==> src/rtl/cfg_divload_pkg.sv <==
package cfg_divload_pkg;
  localparam int unsigned DEF_MW = 9;
  localparam int unsigned DEF_NW = 2;
  localparam int unsigned DEF_TW = 3;

  typedef enum logic [1:0] {
    SRC_HOLD = 2'd0,
    SRC_PAR  = 2'd1,
    SRC_SER  = 2'd2
  } load_src_e;
endpackage

==> src/rtl/cfgl_edge.sv <==
module cfgl_edge #(
  parameter int unsigned N = 3
) (
  input  logic         clk,
  input  logic         rst,
  input  logic [N-1:0] sig,
  output logic [N-1:0] rise,
  output logic [N-1:0] fall
);
  logic [N-1:0] sig_q;

  always_ff @(posedge clk) begin
    if (rst) sig_q <= '0;
    else     sig_q <= sig;
  end

  for (genvar i = 0; i < N; i++) begin : g_det
    assign rise[i] = sig[i] & ~sig_q[i];
    assign fall[i] = ~sig[i] & sig_q[i];
  end
endmodule

==> src/rtl/cfgl_shift.sv <==
module cfgl_shift #(
  parameter int unsigned W = 14
) (
  input  logic         clk,
  input  logic         rst,
  input  logic         shift_en,
  input  logic         din,
  output logic [W-1:0] q,
  output logic         sout
);
  always_ff @(posedge clk) begin
    if (rst)           q <= '0;
    else if (shift_en) q <= {q[W-2:0], din};
  end

  assign sout = q[W-1];


  shift_move_chk: assert property (@(posedge clk) disable iff (rst)
    shift_en |=> (q == {$past(q[W-2:0]), $past(din)}));


  shift_idle_chk: assert property (@(posedge clk) disable iff (rst)
    !shift_en |=> $stable(q));
endmodule

==> src/rtl/cfgl_active.sv <==
module cfgl_active
  import cfg_divload_pkg::*;
#(
  parameter int unsigned MW = DEF_MW,
  parameter int unsigned NW = DEF_NW,
  parameter int unsigned TW = DEF_TW,
  localparam int unsigned SW = TW + NW + MW
) (
  input  logic          clk,
  input  logic          rst,
  input  load_src_e     src,
  input  logic [MW-1:0] par_m,
  input  logic [NW-1:0] par_n,
  input  logic [SW-1:0] ser_word,
  output logic [MW-1:0] act_m,
  output logic [NW-1:0] act_n,
  output logic [TW-1:0] act_t
);
  logic [TW-1:0] w_t;
  logic [NW-1:0] w_n;
  logic [MW-1:0] w_m;

  assign w_t = ser_word[SW-1 -: TW];
  assign w_n = ser_word[MW +: NW];
  assign w_m = ser_word[MW-1:0];

  always_ff @(posedge clk) begin
    if (rst) begin
      act_m <= '0;
      act_n <= '0;
      act_t <= '0;
    end else begin
      unique case (src)
        SRC_PAR: begin
          act_m <= par_m;
          act_n <= par_n;
          act_t <= '0;
        end
        SRC_SER: begin
          act_m <= w_m;
          act_n <= w_n;
          act_t <= w_t;
        end
        default: ;
      endcase
    end
  end


  par_follow_chk: assert property (@(posedge clk) disable iff (rst)
    (src == SRC_PAR) |=> (act_m == $past(par_m)) && (act_n == $past(par_n)));


  test_clear_chk: assert property (@(posedge clk) disable iff (rst)
    (src == SRC_PAR) |=> (act_t == '0));


  hold_stable_chk: assert property (@(posedge clk) disable iff (rst)
    (src == SRC_HOLD) |=> $stable(act_m) && $stable(act_n) && $stable(act_t));
endmodule

==> src/rtl/cfg_divload.sv <==
module cfg_divload
  import cfg_divload_pkg::*;
#(
  parameter int unsigned MW = DEF_MW,
  parameter int unsigned NW = DEF_NW,
  parameter int unsigned TW = DEF_TW
) (
  input  logic          clk,
  input  logic          rst,
  input  logic [MW-1:0] par_m,
  input  logic [NW-1:0] par_n,
  input  logic          par_strobe,
  input  logic          ser_clk,
  input  logic          ser_din,
  input  logic          ser_xfer,
  output logic [MW-1:0] act_m,
  output logic [NW-1:0] act_n,
  output logic [TW-1:0] act_t,
  output logic          ser_out
);
  localparam int unsigned SW   = TW + NW + MW;
  localparam int unsigned NSIG = 3;
  localparam int unsigned I_STB = 0;
  localparam int unsigned I_SCK = 1;
  localparam int unsigned I_XFR = 2;

  logic [NSIG-1:0] lvl, rise, fall;
  logic [SW-1:0]   sr;
  logic            shift_en;
  load_src_e       src;

  assign lvl = {ser_xfer, ser_clk, par_strobe};

  cfgl_edge #(.N(NSIG)) i_edge (
    .clk (clk),
    .rst (rst),
    .sig (lvl),
    .rise(rise),
    .fall(fall)
  );

  assign shift_en = rise[I_SCK] & par_strobe;

  cfgl_shift #(.W(SW)) i_shift (
    .clk     (clk),
    .rst     (rst),
    .shift_en(shift_en),
    .din     (ser_din),
    .q       (sr),
    .sout    (ser_out)
  );

  always_comb begin
    if (!par_strobe || rise[I_STB]) src = SRC_PAR;
    else if (fall[I_XFR])           src = SRC_SER;
    else                            src = SRC_HOLD;
  end

  cfgl_active #(.MW(MW), .NW(NW), .TW(TW)) i_active (
    .clk     (clk),
    .rst     (rst),
    .src     (src),
    .par_m   (par_m),
    .par_n   (par_n),
    .ser_word(sr),
    .act_m   (act_m),
    .act_n   (act_n),
    .act_t   (act_t)
  );


  strobe_low_t_chk: assert property (@(posedge clk) disable iff (rst)
    !par_strobe |=> (act_t == '0));
endmodule

==> config.mk <==
export PLATFORM = sky130hd
export DESIGN_NAME = cfg_divload
export DESIGN_NICKNAME = d
export VERILOG_FILES = /design/src/rtl/cfg_divload_pkg.sv /design/src/rtl/cfgl_edge.sv /design/src/rtl/cfgl_shift.sv /design/src/rtl/cfgl_active.sv /design/src/rtl/cfg_divload.sv
export SDC_FILE = /design/constraint.sdc
export NUM_CORES = 1
export LEC_CHECK = 0
export ABC_AREA = 1
export BUFFER_PORTS_ARGS = -buffer_cell sky130_fd_sc_hd__buf_2
export CAP_MARGIN = 20
export CORE_MARGIN = 3
export CORE_UTILIZATION = 51
export DETAILED_ROUTE_END_ITERATION = 6
export GPL_TIMING_DRIVEN = 0
export PLACE_DENSITY = 0.77
export SYNTH_ARGS = -nofsm -noshare
export SYNTH_HDL_FRONTEND = slang
export SYNTH_SLANG_ARGS = --single-unit
==> constraint.sdc <==
create_clock -name clk -period 1.1 [get_ports clk]
set_input_delay 0.11 -clock clk [delete_from_list [all_inputs] [get_ports clk]]
set_output_delay 0.11 -clock clk [all_outputs]
set_load 0.01 [all_outputs]
==> out/results.ini, run 1 <==
[sta]
final-hold-violation-count=0
whs_ps=32.4
fmax_mhz=965
setup_viol=0
fin_tns_setup_ps=0
fin_skew_ps=4.94
timing.final.ws_setup_ps=64.2
finalCritPeriodShare=0.942
fin_crit_ps=1040
slew_headroom=0.879
rsz0062_at_grt=false
tightestPinTransition_ps=179
slew_violations=0

[clock_tree]
clk_pin_slew_ps=90
htreeDepth=2
root_buffer=clkbuf_4
cts_made_buffers=5
cts_max_path_buffers=2
clkSinkCount=31
clk_latency_ps=320
tritoncts=built

[run_status]
status=complete, no violations

[worst_setup_path]
required_ps=1330
start_kind=input port
critPathMaxStageDelay_ps=570
cp.arrival_ps=1260
endpoint_kind=register
path_buf_inv=3
path_max_fanout=10
cp_top_family=buffers and inverters
slowest_stage=dlygate4sd3_1
critPathKind=input port to register
crit_chain=dlygate4sd3_1 > nand2_2 > nor2_4 > inv_2 > buf_8 > nor2_1 > nor2_1
cp_common_cell=nor2_1

[routing]
met2RoutedLength_um=1280
antenna_left=0
viasPerCell=4.94
routed.top_layer=met4
drt-met1-wl_um=1140
wl_per_cell_um=10.9
via_count=1205
routed_wl_um=2660
wl_met3_um=189
drc_errors=0
first_pass_iters=4
drt_iter0_drc=30

[cells_and_area]
multiInputGateArea_sq_um=526
drive_gt1_frac=0.269
final_cells=244
regArea_sq_um=621
antenna_cells=0
nNetsFinal=232
most-common-layout-cells=nand3_1 (33), buf_2 (33), dfxtp_1 (31)
area_growth_pct=24.8
fill_cells=208

[power_and_ir_drop]
total_leakage_power_uw=0.000845
p_comb_frac=0.120
peakVddDrop_mv=1.10
clkPwrFrac=0.334
sw_frac_of_total=0.250
pwr_density_cell_nw_per_um2=1410
internal_power_uw=1680
p_sw_uw=560
seq_power_share=0.546

[yosys]
syn_nets=191
synth_top_area_frac=0.488
yosys.area_share.xor_xnor=0
synth_area_sq_um=1270
muxShareOfSynthArea=0
netlist_instances=174
synth_top_family_by_area=simple AND/OR/NAND/NOR gates
synth_fa_ha_area_frac=0
ys_seq_area_frac=0.488
synth_compound_area_frac=0.0669
yosysUniqueCellTypes=15
yosysTopAreaCell=dfxtp_1
avgSynthCellArea_sq_um=7.31
yosysWarnings=0
synth-simple-area-share=0.334
synth_seq_cells=31
synth.area.top_cells=dfxtp_1 (49%), nand3_1 (13%), nor2_1 (10%)

[grt]
grt_pass1_wl_um=4530
grt_max_degree=11
track_usage=0.185
antenna_found_initial=0
grt-ovfl-total=0
grt_pass1_vias=1113

[floorplan]
die_x_um=56.0
io_pins=32
core_sq_um=2300
placementRows=17
start_util=0.554
dieArea_sq_um=3130
die_y_um=56.0

[place]
io_buffers=31
pre_cts_ws_ps=53.8
hpwl_um=1910
place_inst=233
gp_congestion=0.810

[hold_path]
hold_class=input port to register

[run]
maxCapViolCount=0

[final cells by class]
class | count | area share
repair buffers | 34 | 0.117
plain buffers | 9 | 0.0520
clock buffers | 8 | 0.0433
multi-input cells | 116 | 0.331
flip-flops and latches | 31 | 0.391
well taps | 28 | 0.0221
inverters | 18 | 0.0441
[sequential cells by signal, summed over array words and instances (netlist names)]
register and flops:
i_active.act_t 3, i_active.act_n 2, i_edge.sig_q 3, i_active.act_m 9
i_shift.q 14
[per-layer routing]
layer	global-route usage	vias up
li1	-	631
met1	0.212	532
met2	0.301	37
met3	0.0719	5
met4	0.0881	0
met5	0	-
[power by group through the flow]
stage | clock [uW] | combinational, uW | sequential [uW]
6_report | 748 | 270 | 1220
5_1_grt | 822 | 305 | 1230
4_1_cts | 775 | 259 | 1220
3_5_place_dp | 0 | 252 | 1250
3_3_place_gp | 0 | 243 | 1250
2_1_floorplan | 0 | 149 | 1260
[worst register-to-register path, stage by stage, from the launching register on]
cell	delay [ps]
dfxtp_1	330
nand2_2	110
clkbuf_4	210
nand2_1	80
nand3_1	70
nand2_1	70
inv_1	40
[cells by family after synthesis]
group                  Yosys count
buffers and inverters           27
DFF                             31
AOI/OAI and AO/OA               17
and+or+nand+nor                 99
[synthesized netlist by cell type, drive strengths merged]
| cell type | n |
|---|---|
| nand3 | 33 |
| inv | 17 |
| buf | 9 |
| a21oi | 3 |
| nor2 | 35 |
| nand2 | 31 |
| dfxtp | 31 |
| o21ai | 14 |
| clkinv | 1 |
[per-stage QoR]
stage               utilization  area, sq um  power (uW)
floorplan                     -         1270        1400
global placement          0.637         1460        1490
detailed placement        0.637         1460        1500
CTS                       0.675         1550        2260
global route              0.691         1590        2360
finish                    0.691         1590        2240
[what timing repair did]
| action | CTS | global route |
|---|---|---|
| hold endpoints to repair | 2 | 0 |
| endpoints found under the setup margin | 0 | 20 |
| hold buffers | 2 | 0 |
| gates resized for setup | 0 | 9 |
| setup buffers | 0 | 2 |
[final timing paths]
kind,cells past startpoint,endpoint,slack [ps],startpoint
worst max-delay path,7,i_shift.q[12],60,ser_clk
worst max register to register,6,i_active.act_m[0],110,i_edge.sig_q[0]
worst min register to register,2,i_active.act_t[1],460,i_active.act_t[1]
worst min-delay path,3,i_edge.sig_q[0],30,par_strobe
Note: power is estimated with default switching activity, not from simulation.
==> run 2, diff against run 1 <==
--- a/config.mk
+++ b/config.mk
@@ -5,14 +5,13 @@
 export SDC_FILE = /design/constraint.sdc
 export NUM_CORES = 1
 export LEC_CHECK = 0
-export ABC_AREA = 1
 export BUFFER_PORTS_ARGS = -buffer_cell sky130_fd_sc_hd__buf_2
 export CAP_MARGIN = 20
 export CORE_MARGIN = 3
-export CORE_UTILIZATION = 51
+export CORE_UTILIZATION = 50
 export DETAILED_ROUTE_END_ITERATION = 6
 export GPL_TIMING_DRIVEN = 0
-export PLACE_DENSITY = 0.77
+export PLACE_DENSITY = 0.76
 export SYNTH_ARGS = -nofsm -noshare
 export SYNTH_HDL_FRONTEND = slang
 export SYNTH_SLANG_ARGS = --single-unit
==> out/results.ini, run 2 <==
[yosys]
synth_seq_cells=31  ; unchanged
netlist_instances=130  ; -25%
synth_top_area_frac=0.518  ; +0.0306
synth-edff-count=0  ; unchanged
synth_ff_type=dfxtp_1
yosysUniqueCellTypes=17  ; +2
yosysTopAreaCell=dfxtp_1
ys_seq_area_frac=0.518  ; +0.0306
syn_nets=147  ; -23%
synth_most_common_cell=dfxtp_1
avgSynthCellArea_sq_um=9.21  ; +26%
async_flop_share=0  ; unchanged
synth.area.top_cells=dfxtp_1 (52%), mux2i_1 (12%), nand2_1 (9.1%)
yosysWarnings=0  ; unchanged
synthTopCellsByCount=dfxtp_1 (31), nand2_1 (29), a21oi_1 (14), mux2i_1 (14)
synth_area_sq_um=1200  ; -5.9%

[cells_and_area]
drive_gt1_frac=0.282  ; +0.0131
largestRegisters=i_shift.q: 14 flops, i_active.act_m: 9 flops
nNetsFinal=190  ; -18%
most-common-layout-cells=buf_2 (32), dfxtp_1 (30), nand2_1 (29)
largest_reg_flops=14  ; unchanged
antenna_cells=0  ; unchanged
fill_cells=203  ; -2.4%
regMostFlops=i_shift.q
utilization=0.679  ; -0.0122
fin_area_sq_um=1520  ; -4.5%
final_common_cell=buf_2
area_growth_pct=26.6

[routing]
via_count=1052  ; -13%
drc_errors=0  ; unchanged
viasPerCell=5.21  ; +5.5%
routed_wl_um=2790  ; +5.0%
first_pass_iters=4  ; unchanged
wl_per_cell_um=13.8  ; +27%
antenna_left=0  ; unchanged
drt_iter0_drc=21  ; -30%

[place]
io_buffers=31  ; unchanged
dpl_cell_area_sq_um=1390  ; -5.1%
gp_congestion=0.759  ; -6.3%
pre_cts_ws_ps=-149  ; -203 ps
hpwl_um=1870  ; -2.1%

[run_status]
status=complete, no violations

[grt]
grt_pass1_vias=985  ; -12%
grt_pass1_wl_um=4060  ; -11%
grt_max_degree=15  ; +4
grt-ovfl-total=0  ; unchanged
antenna_found_initial=0  ; unchanged
track_usage=0.200  ; +0.0157

[worst_setup_path]
required_ps=1310  ; -20 ps
path_max_fanout=6  ; -4
rr_worst_depth=5  ; -1
critPathKind=register to register
endpoint_kind=register
crit_chain=nand2b_2 > buf_6 > clkbuf_16 > mux2i_1 > a211oi_1
slowest_stage=dfxtp_2
r2r_slack_ps=10  ; -100 ps
cp_top_family=flip-flops
cp.arrival_ps=1290  ; +30 ps
r2r-end=i_active.act_m[6]
critPathMaxStageDelay_ps=330  ; -240 ps
r2r-start=i_edge.sig_q[2]
path_buf_inv=2  ; -1
start_kind=register

[run]
maxCapViolCount=0  ; unchanged

[hold_path]
min_from=ser_clk
whs_path_depth=2  ; -1
min_to=i_edge.sig_q[1]
hold_class=input port to register

[clock_tree]
cts_made_buffers=5  ; unchanged
clk_pin_slew_ps=90  ; about the same
clk_latency_ps=330  ; about the same
clkSinkCount=31  ; unchanged
root_buffer=clkbuf_4
cts_max_path_buffers=2  ; unchanged
tritoncts=built
htreeDepth=2  ; unchanged

[power_and_ir_drop]
internal_power_uw=1520  ; -9.5%
p_comb_frac=0.115  ; -0.005
peakVddDrop_mv=0.880  ; -20%
p_sw_uw=507  ; -9.4%
total_leakage_power_uw=0.000699  ; -17%
sw_frac_of_total=0.250  ; about the same
pwr_density_cell_nw_per_um2=1340  ; -5.2%
seq_power_share=0.579  ; +0.033
clkPwrFrac=0.306  ; -0.028

[sta]
tightestPinTransition_ps=483  ; +304 ps
timing.final.ws_setup_ps=14.4  ; -49.8 ps
fin_skew_ps=8.53  ; +3.59 ps
slew_violations=0  ; unchanged
fin_tns_setup_ps=0  ; unchanged
fmax_mhz=921  ; -4.6%
setup_viol=0  ; unchanged
rsz0062_at_grt=true
slew_headroom=0.678  ; -0.201
finalCritPeriodShare=0.987  ; +0.0453
final-hold-violation-count=0  ; unchanged
fin_crit_ps=1090  ; +49.8 ps

[floorplan]
start_util=0.536  ; -0.0178
core_sq_um=2230  ; -2.8%
dieArea_sq_um=3020  ; -3.6%
die_x_um=54.9  ; -1.8%
placementRows=17  ; unchanged
die_y_um=54.9  ; -1.8%
io_pins=32  ; unchanged

run 2: changes by cell type after synthesis, moves of 11 or more:
cell      delta
a211oi_1    +11
a21oi_1     +11
inv_1       -15
mux2i_1     +14
nand3_1     -33
nor2_1      -23
run 2: stage by stage:
step / hold WS, ps / total power, uW / instances
finish: 33.6 / 2030 / 202
global route: 37.3 / 2140 / 202
CTS: 22.7 / 2030 / 199
detailed placement: 315 / 1410 / 189
global placement: 313 / 1400 / 189
floorplan: 182 / 1320 / 130
run 2: kinds of logic after synthesis:
group,Yosys count,synth area share
flip-flops,31,0.518
AO/OA/AOI/OAI,25,0.127
multiplexers,14,0.117
AND/OR/NAND/NOR,50,0.180
buffers and inverters,10,0.0575
run 2: cell type report:
type	instances	area, sq um	area share
clock inverter	1	5.00	0.00330
tap	28	35.0	0.0231
sequential	31	622	0.410
timing repair buffer	37	225	0.149
buffer	9	73.8	0.0487
multi-input combinational	89	510	0.337
clock buffer	7	45.0	0.0297
run 2: power by group through the flow:
stage	sequential (uW)	combinational (uW)	clock [uW]
6_report	1170	233	621
5_1_grt	1180	257	702
4_1_cts	1170	219	639
3_5_place_dp	1200	208	0
3_3_place_gp	1200	202	0
2_1_floorplan	1210	112	0
run 2: worst max-delay path by stage:
stage / startpoint / endpoint / cells past startpoint
after floorplan: i_edge.sig_q[2] / i_active.act_m[0] / 5
after global placement: i_edge.sig_q[1] / i_shift.q[10] / 4
after detailed placement: i_edge.sig_q[1] / i_shift.q[6] / 4
after CTS: i_edge.sig_q[2] / i_active.act_m[6] / 5
after global routing: i_edge.sig_q[2] / i_active.act_m[6] / 5
final: i_edge.sig_q[2] / i_active.act_m[6] / 5
run 2: per-layer routing:
metal	routed length (um)	GRT usage
met4	51	0.0972
met5	0	0
met3	166	0.0804
met2	1420	0.352
met1	1150	0.205
run 2: timing repair:
item	CTS	global route
gates resized for setup	3	5
pin swaps	5	2
hold buffers	3	0
buffers inserted	0	2
setup endpoints to repair	16	25
gates cloned	0	1
endpoints found under the hold margin	2	0
run 2: worst reg2reg max path: stages (launching register included):
cell       delay [ps]
dfxtp_2           330
nand2b_2           60
buf_6             140
clkbuf_16         160
mux2i_1           190
a211oi_1           80
==> run 3, diff against run 2 <==
--- a/config.mk
+++ b/config.mk
@@ -8,10 +8,11 @@
 export BUFFER_PORTS_ARGS = -buffer_cell sky130_fd_sc_hd__buf_2
 export CAP_MARGIN = 20
 export CORE_MARGIN = 3
-export CORE_UTILIZATION = 50
+export CORE_UTILIZATION = 53
+export CTS_BUF_LIST = sky130_fd_sc_hd__clkbuf_2 sky130_fd_sc_hd__clkbuf_4 sky130_fd_sc_hd__clkbuf_8
 export DETAILED_ROUTE_END_ITERATION = 6
 export GPL_TIMING_DRIVEN = 0
-export PLACE_DENSITY = 0.76
+export PLACE_DENSITY = 0.8
 export SYNTH_ARGS = -nofsm -noshare
 export SYNTH_HDL_FRONTEND = slang
 export SYNTH_SLANG_ARGS = --single-unit
==> out/results.ini, run 3 (synthesis gave the netlist of run 2 again) <==
[sta]
tightestPinTransition_ps=477  ; -5.78 ps
finalCritPeriodShare=0.952  ; -0.0349
fin_crit_ps=1050  ; -38.4 ps
fin_skew_ps=4.33  ; -4.19 ps
fmax_mhz=955  ; +3.7%
final-hold-violation-count=0  ; unchanged
slew_headroom=0.682  ; +0.00386
setup_viol=0  ; unchanged
slew_violations=0  ; unchanged

[cells_and_area]
area_growth_pct=23.1
regMostFlops=i_shift.q
fin_area_sq_um=1470  ; -2.8%
most-common-layout-cells=buf_2 (32), dfxtp_1 (30), nand2_1 (29)
largestRegisters=i_shift.q: 14 flops, i_active.act_m: 9 flops
antenna_cells=0  ; unchanged
largest_reg_flops=14  ; unchanged
final_cells=196  ; -3.0%
nNetsFinal=185  ; -2.6%
final_common_cell=buf_2
drive_gt1_frac=0.290  ; +0.00833

[power_and_ir_drop]
clkPwrFrac=0.353  ; +0.047
internal_power_uw=1660  ; +8.9%
sw_frac_of_total=0.228  ; -0.0220
pwr_density_cell_nw_per_um2=1460  ; +8.9%
power_uw=2150  ; +5.8%
peakVddDrop_mv=1.21  ; +37%
seq_power_share=0.547  ; -0.032
total_leakage_power_uw=0.000678  ; -3.0%
p_comb_frac=0.100  ; -0.015
p_sw_uw=489  ; -3.5%

[run_status]
status=complete, no violations

[floorplan]
placementRows=16  ; -1
die_x_um=53.5  ; -2.6%
core_sq_um=2040  ; -8.6%
start_util=0.586  ; +0.0503
io_pins=32  ; unchanged
dieArea_sq_um=2870  ; -5.0%
die_y_um=53.5  ; -2.6%

[run]
maxCapViolCount=0  ; unchanged

[routing]
wl_per_cell_um=12.4  ; -10%
viasPerCell=5.17  ; -0.76%
drt_iter0_drc=11  ; -48%
routed_wl_um=2440  ; -13%
drc_errors=0  ; unchanged
first_pass_iters=4  ; unchanged
antenna_left=0  ; unchanged
via_count=1013  ; -3.7%

[clock_tree]
clk_pin_slew_ps=90  ; about the same
root_buffer=clkbuf_4
cts_made_buffers=5  ; unchanged
htreeDepth=2  ; unchanged
clk_latency_ps=300  ; -30 ps
clkSinkCount=31  ; unchanged
cts_max_path_buffers=2  ; unchanged
tritoncts=built

[place]
hpwl_um=1740  ; -7.1%
io_buffers=31  ; unchanged
dpl_cell_area_sq_um=1390  ; about the same
gp_congestion=0.764  ; +0.65%
place_inst=188  ; -0.53%

[grt]
grt-ovfl-total=0  ; unchanged
grt_max_degree=15  ; unchanged
grt_pass1_wl_um=3900  ; -3.9%
antenna_found_initial=0  ; unchanged
track_usage=0.187  ; -0.0136
grt_pass1_vias=919  ; -6.7%

[worst_setup_path]
endpoint_kind=register
start_kind=register
critPathKind=register to register
required_ps=1320  ; about the same
path_max_fanout=10  ; +4
cp.arrival_ps=1260  ; -30 ps

[hold_path]
hold_class=input port to register

## run 3: cell count changes in the layout (fill, tap and decap cells not counted)
cell | previous run | this run
clkbuf_16 | 1 | 0
a211oi_1 | 11 | 10
buf_1 | 1 | 0
a211oi_2 | 0 | 1
buf_8 | 0 | 1
dlygate4sd3_1 | 3 | 1
clkbuf_8 | 0 | 2
clkinv_2 | 1 | 0
buf_6 | 2 | 1
buf_12 | 1 | 0
clkbuf_1 | 4 | 3
## run 3: path summary, 6_finish.rpt
kind / start / depth (start not counted) / endpoint / slack (ps)
min: ser_clk / 2 / i_edge.sig_q[1] / 40
min reg2reg: i_shift.q[3] / 2 / i_shift.q[4] / 470
max: i_edge.sig_q[0] / 3 / i_active.act_m[5] / 50
max reg2reg: i_edge.sig_q[0] / 3 / i_active.act_m[5] / 50
## run 3: worst max-delay path: stages, from the launching register on
cell,delay (ps)
dfxtp_1,320
and2_4,170
buf_2,200
a211oi_1,270
## run 3: per-stage QoR
stage	setup WS (ps)	hold slack, ps	util	TNS, ps
6_report	52.8	39.7	0.722	0
5_1_grt	-3.62	35.3	0.722	-3.62
4_1_cts	13.1	7.17	0.705	0
3_5_place_dp	-95.9	343	0.679	-876
3_3_place_gp	-60.3	313	0.679	-558
2_1_floorplan	83.6	182	-	0
## run 3: routing by layer
layer | part of all wire | GRT usage
met1 | 0.45 | 0.226
met2 | 0.49 | 0.320
met3 | 0.060 | 0.0637
met5 | 0 | 0
met4 | 0.0049 | 0.0383
## run 3: timing repair
item | CTS | global route
endpoints found under the hold margin | 0 | 1
endpoints found under the setup margin | 13 | 24
pin swaps | 1 | 0
hold buffers | 0 | 1
gates resized for setup | 3 | 8
buffers inserted | 0 | 1
## run 3: area by class of cell
class	instances	area [sq um]
sequential	31	622
fill	164	568
multi-input combinational	89	515
timing repair buffer	33	173
clock buffer	8	72.6
buffer	8	57.6
tap	27	33.8
## run 3: power groups by stage
stage / combinational, uW / sequential (uW) / clock, uW
floorplan: 112 / 1210 / 0
global placement: 203 / 1200 / 0
detailed placement: 209 / 1200 / 0
CTS: 204 / 1170 / 769
global route: 237 / 1180 / 831
finish: 215 / 1170 / 758
